==> config.mk <==
export PLATFORM = sky130hd
export DESIGN_NAME = shifter_unit
export DESIGN_NICKNAME = d
export VERILOG_FILES = /design/src/rtl/shifter_pkg.sv /design/src/rtl/shifter_ctrl.sv /design/src/rtl/shifter_dp.sv /design/src/rtl/shifter_unit.sv
export SDC_FILE = /design/constraint.sdc
export NUM_CORES = 1
export LEC_CHECK = 0
export ABC_AREA = 1
export BUFFER_PORTS_ARGS = -buffer_cell sky130_fd_sc_hd__buf_2
export CAP_MARGIN = 20
export CORE_AREA = 3 3 104 106
export DETAILED_ROUTE_END_ITERATION = 6
export DIE_AREA = 0 0 107 109
export PLACE_DENSITY = 0.62
export SYNTH_ARGS = -nofsm -noshare
export SYNTH_HDL_FRONTEND = slang
export SYNTH_SLANG_ARGS = --single-unit
==> constraint.sdc <==
create_clock -name clk -period 1.22 [get_ports clk]
set_input_delay 0.061 -clock clk [delete_from_list [all_inputs] [get_ports clk]]
set_output_delay 0.061 -clock clk [all_outputs]
set_load 0.1 [all_outputs]
==> src/rtl/shifter_pkg.sv <==
package shifter_pkg;

  typedef enum logic [1:0] {
    SRC_ONE  = 2'd0,
    SRC_IMM  = 2'd1,
    SRC_REG  = 2'd2,
    SRC_REG2 = 2'd3
  } cntSrc_e;

  // strobes from control to datapath
  typedef struct packed {
    logic load;
    logic step;
    logic finish;
    logic holdFlags;
    logic ofValid;
  } shStrobe_t;

endpackage

==> src/rtl/shifter_ctrl.sv <==
module shifter_ctrl
  import shifter_pkg::*;
#(
  parameter int CNT_W      = 5,
  parameter int SRC_W      = 8,
  parameter int SINGLE_LAT = 2,
  parameter int BASE_LAT   = 5
) (
  input  logic             clk,
  input  logic             rst_n,
  input  logic             start,
  input  logic [1:0]       countSel,
  input  logic [SRC_W-1:0] immCount,
  input  logic [SRC_W-1:0] clCount,
  output shStrobe_t        strobe,
  output logic             busy
);

  localparam int LAT_W = $clog2(BASE_LAT + (1 << CNT_W) + 1);

  cntSrc_e          src;
  logic [CNT_W-1:0] maskedCnt;
  logic [LAT_W-1:0] latency;
  logic [LAT_W-1:0] remain;
  logic [CNT_W-1:0] stepsLeft;
  logic             busyR;
  logic             holdR;
  logic             ofValidR;
  logic             unusedHiBits;

  assign src          = cntSrc_e'(countSel);
  assign unusedHiBits = ^{immCount[SRC_W-1:CNT_W], clCount[SRC_W-1:CNT_W]};

  always_comb begin
    case (src)
      SRC_ONE: maskedCnt = CNT_W'(1);
      SRC_IMM: maskedCnt = immCount[CNT_W-1:0];
      default: maskedCnt = clCount[CNT_W-1:0];
    endcase
    if (src == SRC_ONE) latency = LAT_W'(SINGLE_LAT);
    else                latency = LAT_W'(BASE_LAT) + LAT_W'(maskedCnt);
  end

  always_ff @(posedge clk or negedge rst_n) begin
    if (!rst_n) begin
      busyR     <= 1'b0;
      remain    <= '0;
      stepsLeft <= '0;
      holdR     <= 1'b0;
      ofValidR  <= 1'b0;
    end else if (!busyR) begin
      if (start) begin
        busyR     <= 1'b1;
        remain    <= latency;
        stepsLeft <= maskedCnt;
        holdR     <= (maskedCnt == '0);
        ofValidR  <= (maskedCnt == CNT_W'(1));
      end
    end else begin
      if (stepsLeft != '0) stepsLeft <= stepsLeft - 1'b1;
      if (remain == LAT_W'(1)) busyR <= 1'b0;
      remain <= remain - 1'b1;
    end
  end

  assign strobe.load      = !busyR && start;
  assign strobe.step      = busyR && (stepsLeft != '0);
  assign strobe.finish    = busyR && (remain == LAT_W'(1));
  assign strobe.holdFlags = holdR;
  assign strobe.ofValid   = ofValidR;
  assign busy             = busyR;

endmodule

==> src/rtl/shifter_dp.sv <==
module shifter_dp
  import shifter_pkg::*;
#(
  parameter int DATA_W = 16,
  parameter int BYTE_W = 8
) (
  input  logic              clk,
  input  logic              rst_n,
  input  shStrobe_t         strobe,
  input  logic [DATA_W-1:0] operand,
  input  logic              isWord,
  input  logic              dirRight,
  output logic [DATA_W-1:0] result,
  output logic              cfOut,
  output logic              ofOut,
  output logic              sfOut,
  output logic              zfOut,
  output logic              pfOut,
  output logic              done
);

  localparam int HI_W = DATA_W - BYTE_W;

  logic [DATA_W-1:0] work;
  logic [DATA_W-1:0] nextWork;
  logic [DATA_W-1:0] szMask;
  logic [DATA_W-1:0] ldMask;
  logic [HI_W-1:0]   upperR;
  logic              wordR;
  logic              rightR;
  logic              lastOut;
  logic              origMsb;
  logic              shiftedOut;
  logic              curMsb;

  for (genvar i = 0; i < DATA_W; i++) begin : g_mask
    if (i < BYTE_W) begin : g_low
      assign szMask[i] = 1'b1;
      assign ldMask[i] = 1'b1;
    end else begin : g_high
      assign szMask[i] = wordR;
      assign ldMask[i] = isWord;
    end
  end

  always_comb begin
    curMsb = wordR ? work[DATA_W-1] : work[BYTE_W-1];
    if (rightR) begin
      nextWork   = (work >> 1) & szMask;
      shiftedOut = work[0];
    end else begin
      nextWork   = (work << 1) & szMask;
      shiftedOut = curMsb;
    end
  end

  always_ff @(posedge clk or negedge rst_n) begin
    if (!rst_n) begin
      work    <= '0;
      upperR  <= '0;
      wordR   <= 1'b0;
      rightR  <= 1'b0;
      lastOut <= 1'b0;
      origMsb <= 1'b0;
    end else if (strobe.load) begin
      work    <= operand & ldMask;
      upperR  <= operand[DATA_W-1:BYTE_W];
      wordR   <= isWord;
      rightR  <= dirRight;
      lastOut <= 1'b0;
      origMsb <= isWord ? operand[DATA_W-1] : operand[BYTE_W-1];
    end else if (strobe.step) begin
      work    <= nextWork;
      lastOut <= shiftedOut;
    end
  end

  always_ff @(posedge clk or negedge rst_n) begin
    if (!rst_n) begin
      result <= '0;
      cfOut  <= 1'b0;
      ofOut  <= 1'b0;
      sfOut  <= 1'b0;
      zfOut  <= 1'b0;
      pfOut  <= 1'b0;
      done   <= 1'b0;
    end else if (strobe.finish) begin
      done   <= 1'b1;
      result <= wordR ? work : {upperR, work[BYTE_W-1:0]};
      if (!strobe.holdFlags) begin
        cfOut <= lastOut;
        ofOut <= strobe.ofValid ? (origMsb ^ curMsb) : 1'b0;
        sfOut <= curMsb;
        zfOut <= (work == '0);
        pfOut <= ~^work[BYTE_W-1:0];
      end
    end else begin
      done <= 1'b0;
    end
  end

endmodule

==> src/rtl/shifter_unit.sv <==
module shifter_unit
  import shifter_pkg::*;
#(
  parameter int DATA_W     = 16,
  parameter int BYTE_W     = 8,
  parameter int CNT_W      = 5,
  parameter int SRC_W      = 8,
  parameter int SINGLE_LAT = 2,
  parameter int BASE_LAT   = 5
) (
  input  logic              clk,
  input  logic              rst_n,
  input  logic              start,
  input  logic [DATA_W-1:0] operand,
  input  logic              isWord,
  input  logic              dirRight,
  input  logic [1:0]        countSel,
  input  logic [SRC_W-1:0]  immCount,
  input  logic [SRC_W-1:0]  clCount,
  output logic [DATA_W-1:0] result,
  output logic              cfOut,
  output logic              ofOut,
  output logic              sfOut,
  output logic              zfOut,
  output logic              pfOut,
  output logic              done,
  output logic              busy
);

  shStrobe_t strobe;

  shifter_ctrl #(
    .CNT_W(CNT_W), .SRC_W(SRC_W), .SINGLE_LAT(SINGLE_LAT), .BASE_LAT(BASE_LAT)
  ) ctrl_i (
    .clk(clk), .rst_n(rst_n), .start(start), .countSel(countSel),
    .immCount(immCount), .clCount(clCount), .strobe(strobe), .busy(busy)
  );

  shifter_dp #(
    .DATA_W(DATA_W), .BYTE_W(BYTE_W)
  ) dp_i (
    .clk(clk), .rst_n(rst_n), .strobe(strobe), .operand(operand),
    .isWord(isWord), .dirRight(dirRight), .result(result),
    .cfOut(cfOut), .ofOut(ofOut), .sfOut(sfOut), .zfOut(zfOut),
    .pfOut(pfOut), .done(done)
  );

endmodule

# After elaboration in Yosys (flattened, before gate mapping)
# Index checks and enable logic that the tools add are counted.
classes:
  multipliers: 0
  shifts: 0
  eq_ne: 4
  reduce_logical: 14
  n_bitwise: 6
  n_div: 0
  n_addsub: 3
  n_lt_le_gt_ge: 0
  mux: 21
op_table:
  columns: ["op", "n"]
  rows:
  - ["$mux W16", 4]
  - ["$and A16 B16 Y16", 2]
  - ["$mux W6", 3]
  - ["$and A15 B16 Y16", 1]
  - ["$logic_not A16 Y1", 1]
  - ["$mux W5", 3]
  - ["$mux W1", 10]
  - ["$pmux W5 S2", 1]
  - ["$reduce_xnor A8 Y1", 1]
  - ["$add A3 B5 Y6 const A", 1]
  - ["$eq A6 B1 Y1 const B", 1]
  - ["$reduce_and A2 Y1", 3]
  - ["$sub A6 B1 Y6 const B", 1]
  - ["$eq A5 B1 Y1 const B", 1]
  - ["$logic_not A5 Y1", 1]
  - ["$reduce_bool A5 Y1", 1]
  - ["$sub A5 B1 Y5 const B", 1]
  - ["$reduce_bool A2 Y1", 2]
  - ["$logic_and A1 B1 Y1", 3]
  - ["$eq A2 B1 Y1 const B", 1]
  - ["$logic_not A2 Y1", 1]
  - ["$ne A2 B2 Y1 const B", 1]
  - ["$not A1 Y1", 2]
  - ["$logic_not A1 Y1", 1]
  - ["$xor A1 B1 Y1", 1]
totals:
  mem_bits_ro: 0
  memories: 0
  ram_bits: 0
  latchBits: 0
  inputBits: 39
  wordCells: 66
  register_bits: 64

# Logic depth before layout (Yosys ltp)
depth:
  depth_word: 6
  depth_mapped: 9
  mapped_depth_nobuf: 9

# Cells and area by module
# From an unflattened synthesis, not the netlist that was laid out.
unflattened:
  hier_cells: 479
  area_unflattened_um2: 3553.4
modules_own_cells:
  columns: ["module", "area_per_inst_um2", "seq_area_each_um2", "cells_each", "instances"]
  rows:
  - ["shifter_dp", 2473.6, 1251.2, 330, 1]
  - ["shifter_ctrl", 1079.8, 350.3, 149, 1]

# Worst setup path after synthesis
# Ideal clock, no wire load.
synth_path:
  path_kind: "reg-to-reg"
  startpoint: "reg ctrl_i.busyR, in the netlist ctrl_i.busy"
  endpoint: "reg dp_i.work[5]"
  path_slack_ns: -0.707
  path_buffers: 2
  t_arrival_ns: 1.805
  stages_incl_launch_ff: 10
  setup_time_ns: 0.122
  t_required_ns: 1.098
  synth_period_minus_slack_ns: 1.927
  cell_sequence: "dfrtp_1 inv_2 nand2_2 buf_6 nand2_2 buf_6 o22ai_1 nor2_1 nand2_1 o21ai_1"
synth_via:
  elab_chain_len: 3
  elab_cells_between_ends: 5
synth_lines:
  columns: ["item", "line", "source"]
  rows:
  - ["start, declared", "shifter_ctrl.sv:26", "logic busyR;"]
  - ["start signal, assigned", "shifter_ctrl.sv:46", "busyR <= 1'b0;"]
  - ["start signal, assigned", "shifter_ctrl.sv:53", "busyR <= 1'b1;"]
  - ["start signal, assigned", "shifter_ctrl.sv:61", "if (remain == LAT_W'(1)) busyR <= 1'b0;"]
  - ["$logic_not A1 Y1", null, null]
  - ["$logic_and A1 B1 Y1", "shifter_ctrl.sv:66", "assign strobe.load = !busyR && start;"]
  - ["$mux W16 or $reduce_bool A2 Y1 (tied branches)", null, null]
  - ["end signal, assigned", "shifter_dp.sv:66", "work <= operand & ldMask;"]
  - ["end signal, assigned", "shifter_dp.sv:73", "work <= nextWork;"]
  - ["end, declared", "shifter_dp.sv:24", "logic [DATA_W-1:0] work;"]
# Parallel ways exist; a longest one is shown, timed or not.
# A chain may end at the register's enable or synchronous reset.

# Worst setup path after layout
layout_path:
  startpoint: "reg ctrl_i.busyR, in the netlist ctrl_i.busy"
  endpoint: "reg dp_i.work[2]"
# The elaborated chain is that of the path after synthesis.

==> impl_metrics.env <==
export IMPL_synth_area_top_cells="dfrtp_1 49%, nand2_1 16%, o21ai_0 6.5%"
export IMPL_drtAntennaViolNets=0
export IMPL_violations="negative setup slack"
export IMPL_synthesis_nets=466
export IMPL_antennaDiodeCount=0
export IMPL_worstPathRequired_ps=1500
export IMPL_place_gp_congestion=0.8364
export IMPL_drcViolationCount=0
export IMPL_io_pins=62
export IMPL_fin_crit_ps=1336
export IMPL_synth_compound_gate_area_share=0.1393
export IMPL_via_per_inst=4.854
export IMPL_syn_inst=417
export IMPL_yosys_area_top_type="dfrtp_1"
export IMPL_cts_tree="done"
export IMPL_antenna_found_initial=0
export IMPL_final_cells=691
export IMPL_cts_root_buf="clkbuf_8"
export IMPL_rows=36
export IMPL_skew_ps=9.568
export IMPL_fmax_mhz=748.5
export IMPL_firstDrtPassIters=5
export IMPL_hold_violations=0
export IMPL_synth_fa_ha_area_frac=0.03795
export IMPL_cp_startpoint="ctrl_i.busy"
export IMPL_drive_gt1_frac=0.4032
export IMPL_drt_iter0_markers=147
export IMPL_floorplan_initialDensity=0.3342
export IMPL_vias=3354
export IMPL_ys_warnings_count=0
export IMPL_cts_max_level=3
export IMPL_synth_top_area_frac=0.4858
export IMPL_n_fill_cell=891
export IMPL_reg2reg_to="dp_i.work[2]"
export IMPL_dp_cells=652
export IMPL_die_h_um=109
export IMPL_clkSinkCount=64
export IMPL_critPathLaunchType="register"
export IMPL_critical_path_cell_chain="inv_6 > nand2_8 > nand2_4 > buf_6 > o22ai_2 > a21oi_2 > nand2_1 > o21ai_1"
export IMPL_dieArea_um2=11660
export IMPL_finalPower_mw=14.92
export IMPL_syn_cell_area_um2=3297
export IMPL_path_class="reg -> reg"
export IMPL_wirelength_um=9618
export IMPL_insertion_delay_ps=350
export IMPL_syn_avg_cell_area_um2=7.906
export IMPL_grt_max_degree=38
export IMPL_synth_mux_area_frac=0.003036
export IMPL_hpwl_um=6611
export IMPL_ff2ff_path_depth=8
export IMPL_hold_path_class="in -> reg"
export IMPL_synth_simple_area_share=0.2429
export IMPL_cpPeakStageDelay_ps=520
export IMPL_power_density_nw_per_um2=2885
export IMPL_area_growth_pct=56.93
export IMPL_place_ws_ps=-133.8
export IMPL_cts_made_buffers=9
export IMPL_cp_max_fo=8
export IMPL_worst_slew_pin_transition_ps=486.1
export IMPL_coreArea_um2=9864
export IMPL_cap_viol_max_count=0
export IMPL_clk_path_buf_depth=2
export IMPL_finalMaxSlewViolations=0
export IMPL_p_leak_nw=2.511
export IMPL_timing_critical_path_buf_inv=2
export IMPL_critPathSlowestCell="dfrtp_4"
export IMPL_tns_ps=-1725
export IMPL_portBuffers=55
export IMPL_synth_seq_area_share=0.4858
export IMPL_die_w_um=107
export IMPL_reg2reg_from="ctrl_i.busy"
export IMPL_relSlewSlack=0.6782
export IMPL_cp_top_family="flip-flops"
export IMPL_track_usage=0.1640
export IMPL_synth_cell_types=30
export IMPL_layout_setup_ws_ps=-116.1
export IMPL_worstSetupEndpoint="dp_i.work[2]"
export IMPL_setup_viol=33
export IMPL_clkTransAtPathRegs_ps=80
export IMPL_status="complete, but fails checks"
export IMPL_grt_ovfl_total=0
export IMPL_synth_top_family_by_area="simple AND/OR/NAND/NOR gates"
export IMPL_rsz0062_at_grt="yes"
export IMPL_synth_xor_area_frac=0.01594
export IMPL_fin_util=0.5245
export IMPL_layout_nets=602
export IMPL_grt_pass1_vias=3212
export IMPL_ir_drop_v=0.001550
export IMPL_ys_ff_latch=64
export IMPL_r2r_slack_ps=-120
export IMPL_cp_arrival_ps=1610
export IMPL_grt_pass1_wl_um=15200
export IMPL_wl_per_cell_um=13.92
export IMPL_endpoint_kind="register"
export IMPL_cp_depth=8
export IMPL_period_share=1.095
==> layout by cell type, fill, tap and decap left out, types with 4 or more instances in the layout <==
master,n
nand2_1,120
dfrtp_1,63
buf_4,56
buf_2,39
o21ai_0,29
inv_1,28
nand3_1,18
nor2_1,18
nand2_2,16
clkbuf_4,14
o21ai_1,13
dlygate4sd3_1,12
buf_6,12
clkbuf_8,10
a21oi_1,9
ha_4,8
inv_2,7
o221ai_2,6
o22ai_2,6
inv_4,5
buf_12,5
nor2_2,4
nor2_4,4
o21ai_2,4
a21oi_2,4
==> worst min-delay path by stage <==
stage / cells after the start / slack [ps] / from / to
6_report: 3 / 30 / operand[7] / dp_i.origMsb
5_1_grt: 3 / 40 / operand[7] / dp_i.origMsb
4_1_cts: 3 / 10 / operand[7] / dp_i.origMsb
3_5_place_dp: 1 / -40 / rst_n / dp_i.result[10]
3_3_place_gp: 1 / -50 / rst_n / dp_i.result[9]
2_1_floorplan: 0 / -230 / rst_n / ctrl_i.holdR
==> layout make-up <==
class                           count  area [um2]  area share
Clock buffer                       11       141.4     0.02733
Clock inverter                      5       80.08     0.01548
Inverter                           42       180.2     0.03482
Multi-Input combinational cell    295        1857      0.3589
Sequential cell                    64        1605      0.3103
Tap cell                          133       166.4     0.03216
Timing Repair Buffer              141        1144      0.2210
==> report_power, final <==
part / internal [mW] / total, mW / switching (mW)
sequential: 3.02 / 3.59 / 0.565
clock: 1.20 / 2.06 / 0.859
combinational: 3.65 / 9.28 / 5.62
==> layer usage <==
layer  wire (um)  vias to the layer above  GRT usage
met3         384                       20    0.02724
met2        4599                       87     0.2738
met5           0                        -          0
li1            -                     1645          -
met1        4405                     1602     0.2141
met4         229                        0    0.06301
==> timing repair <==
action	4_1_cts	5_1_grt
gates cloned	1	1
hold buffers	12	0
pin swaps	12	23
hold endpoints to repair	76	0
gates resized for setup	73	62
endpoints found under the setup margin	56	68
buffers inserted	4	5
==> cell families after synthesis <==
group,count (synthesis)
simple gates,197
compound gates,81
flops,64
buf+inv,58
fa+ha+maj,10
xor+xnor,6
mux,1
==> flip-flops by register name, indices dropped and copies added (netlist names), 5 cells and up <==
register and count:
ctrl_i.remain 6, ctrl_i.stepsLeft 5, dp_i.result 16, dp_i.upperR 8, dp_i.work 16
==> synthesized netlist by cell type <==
library cell	count
nand2_1	140
dfrtp_1	64
o21ai_0	43
inv_1	41
nor2_1	24
nand3_1	20
a21oi_1	13
ha_1	10
buf_2	9
o221ai_1	8
o22ai_1	7
clkbuf_1	4
nand4_1	3
nor3_1	3
o21ai_1	3
xnor2_1	3
xor2_1	3
a31oi_1	2
buf_6	2
nand2_2	2
nor2_2	2
o211ai_1	2
o21a_1	2
a22oi_1	1
buf_4	1
inv_2	1
mux2i_1	1
nand3b_1	1
nand4_2	1
nor4_1	1
==> worst min-delay path: stages <==
cell and delay [ps]:
buf_2 110, nand2_1 80, o211ai_1 80
==> stage by stage <==
stage | hold WS (ps) | area, um2
after floorplan | -234.6 | 3374
after global placement | -48.67 | 4228
after detailed placement | -40.77 | 4228
after CTS | 14.02 | 4876
after global routing | 37.92 | 5174
final | 25.60 | 5174
(Power assumes the default switching activity.)
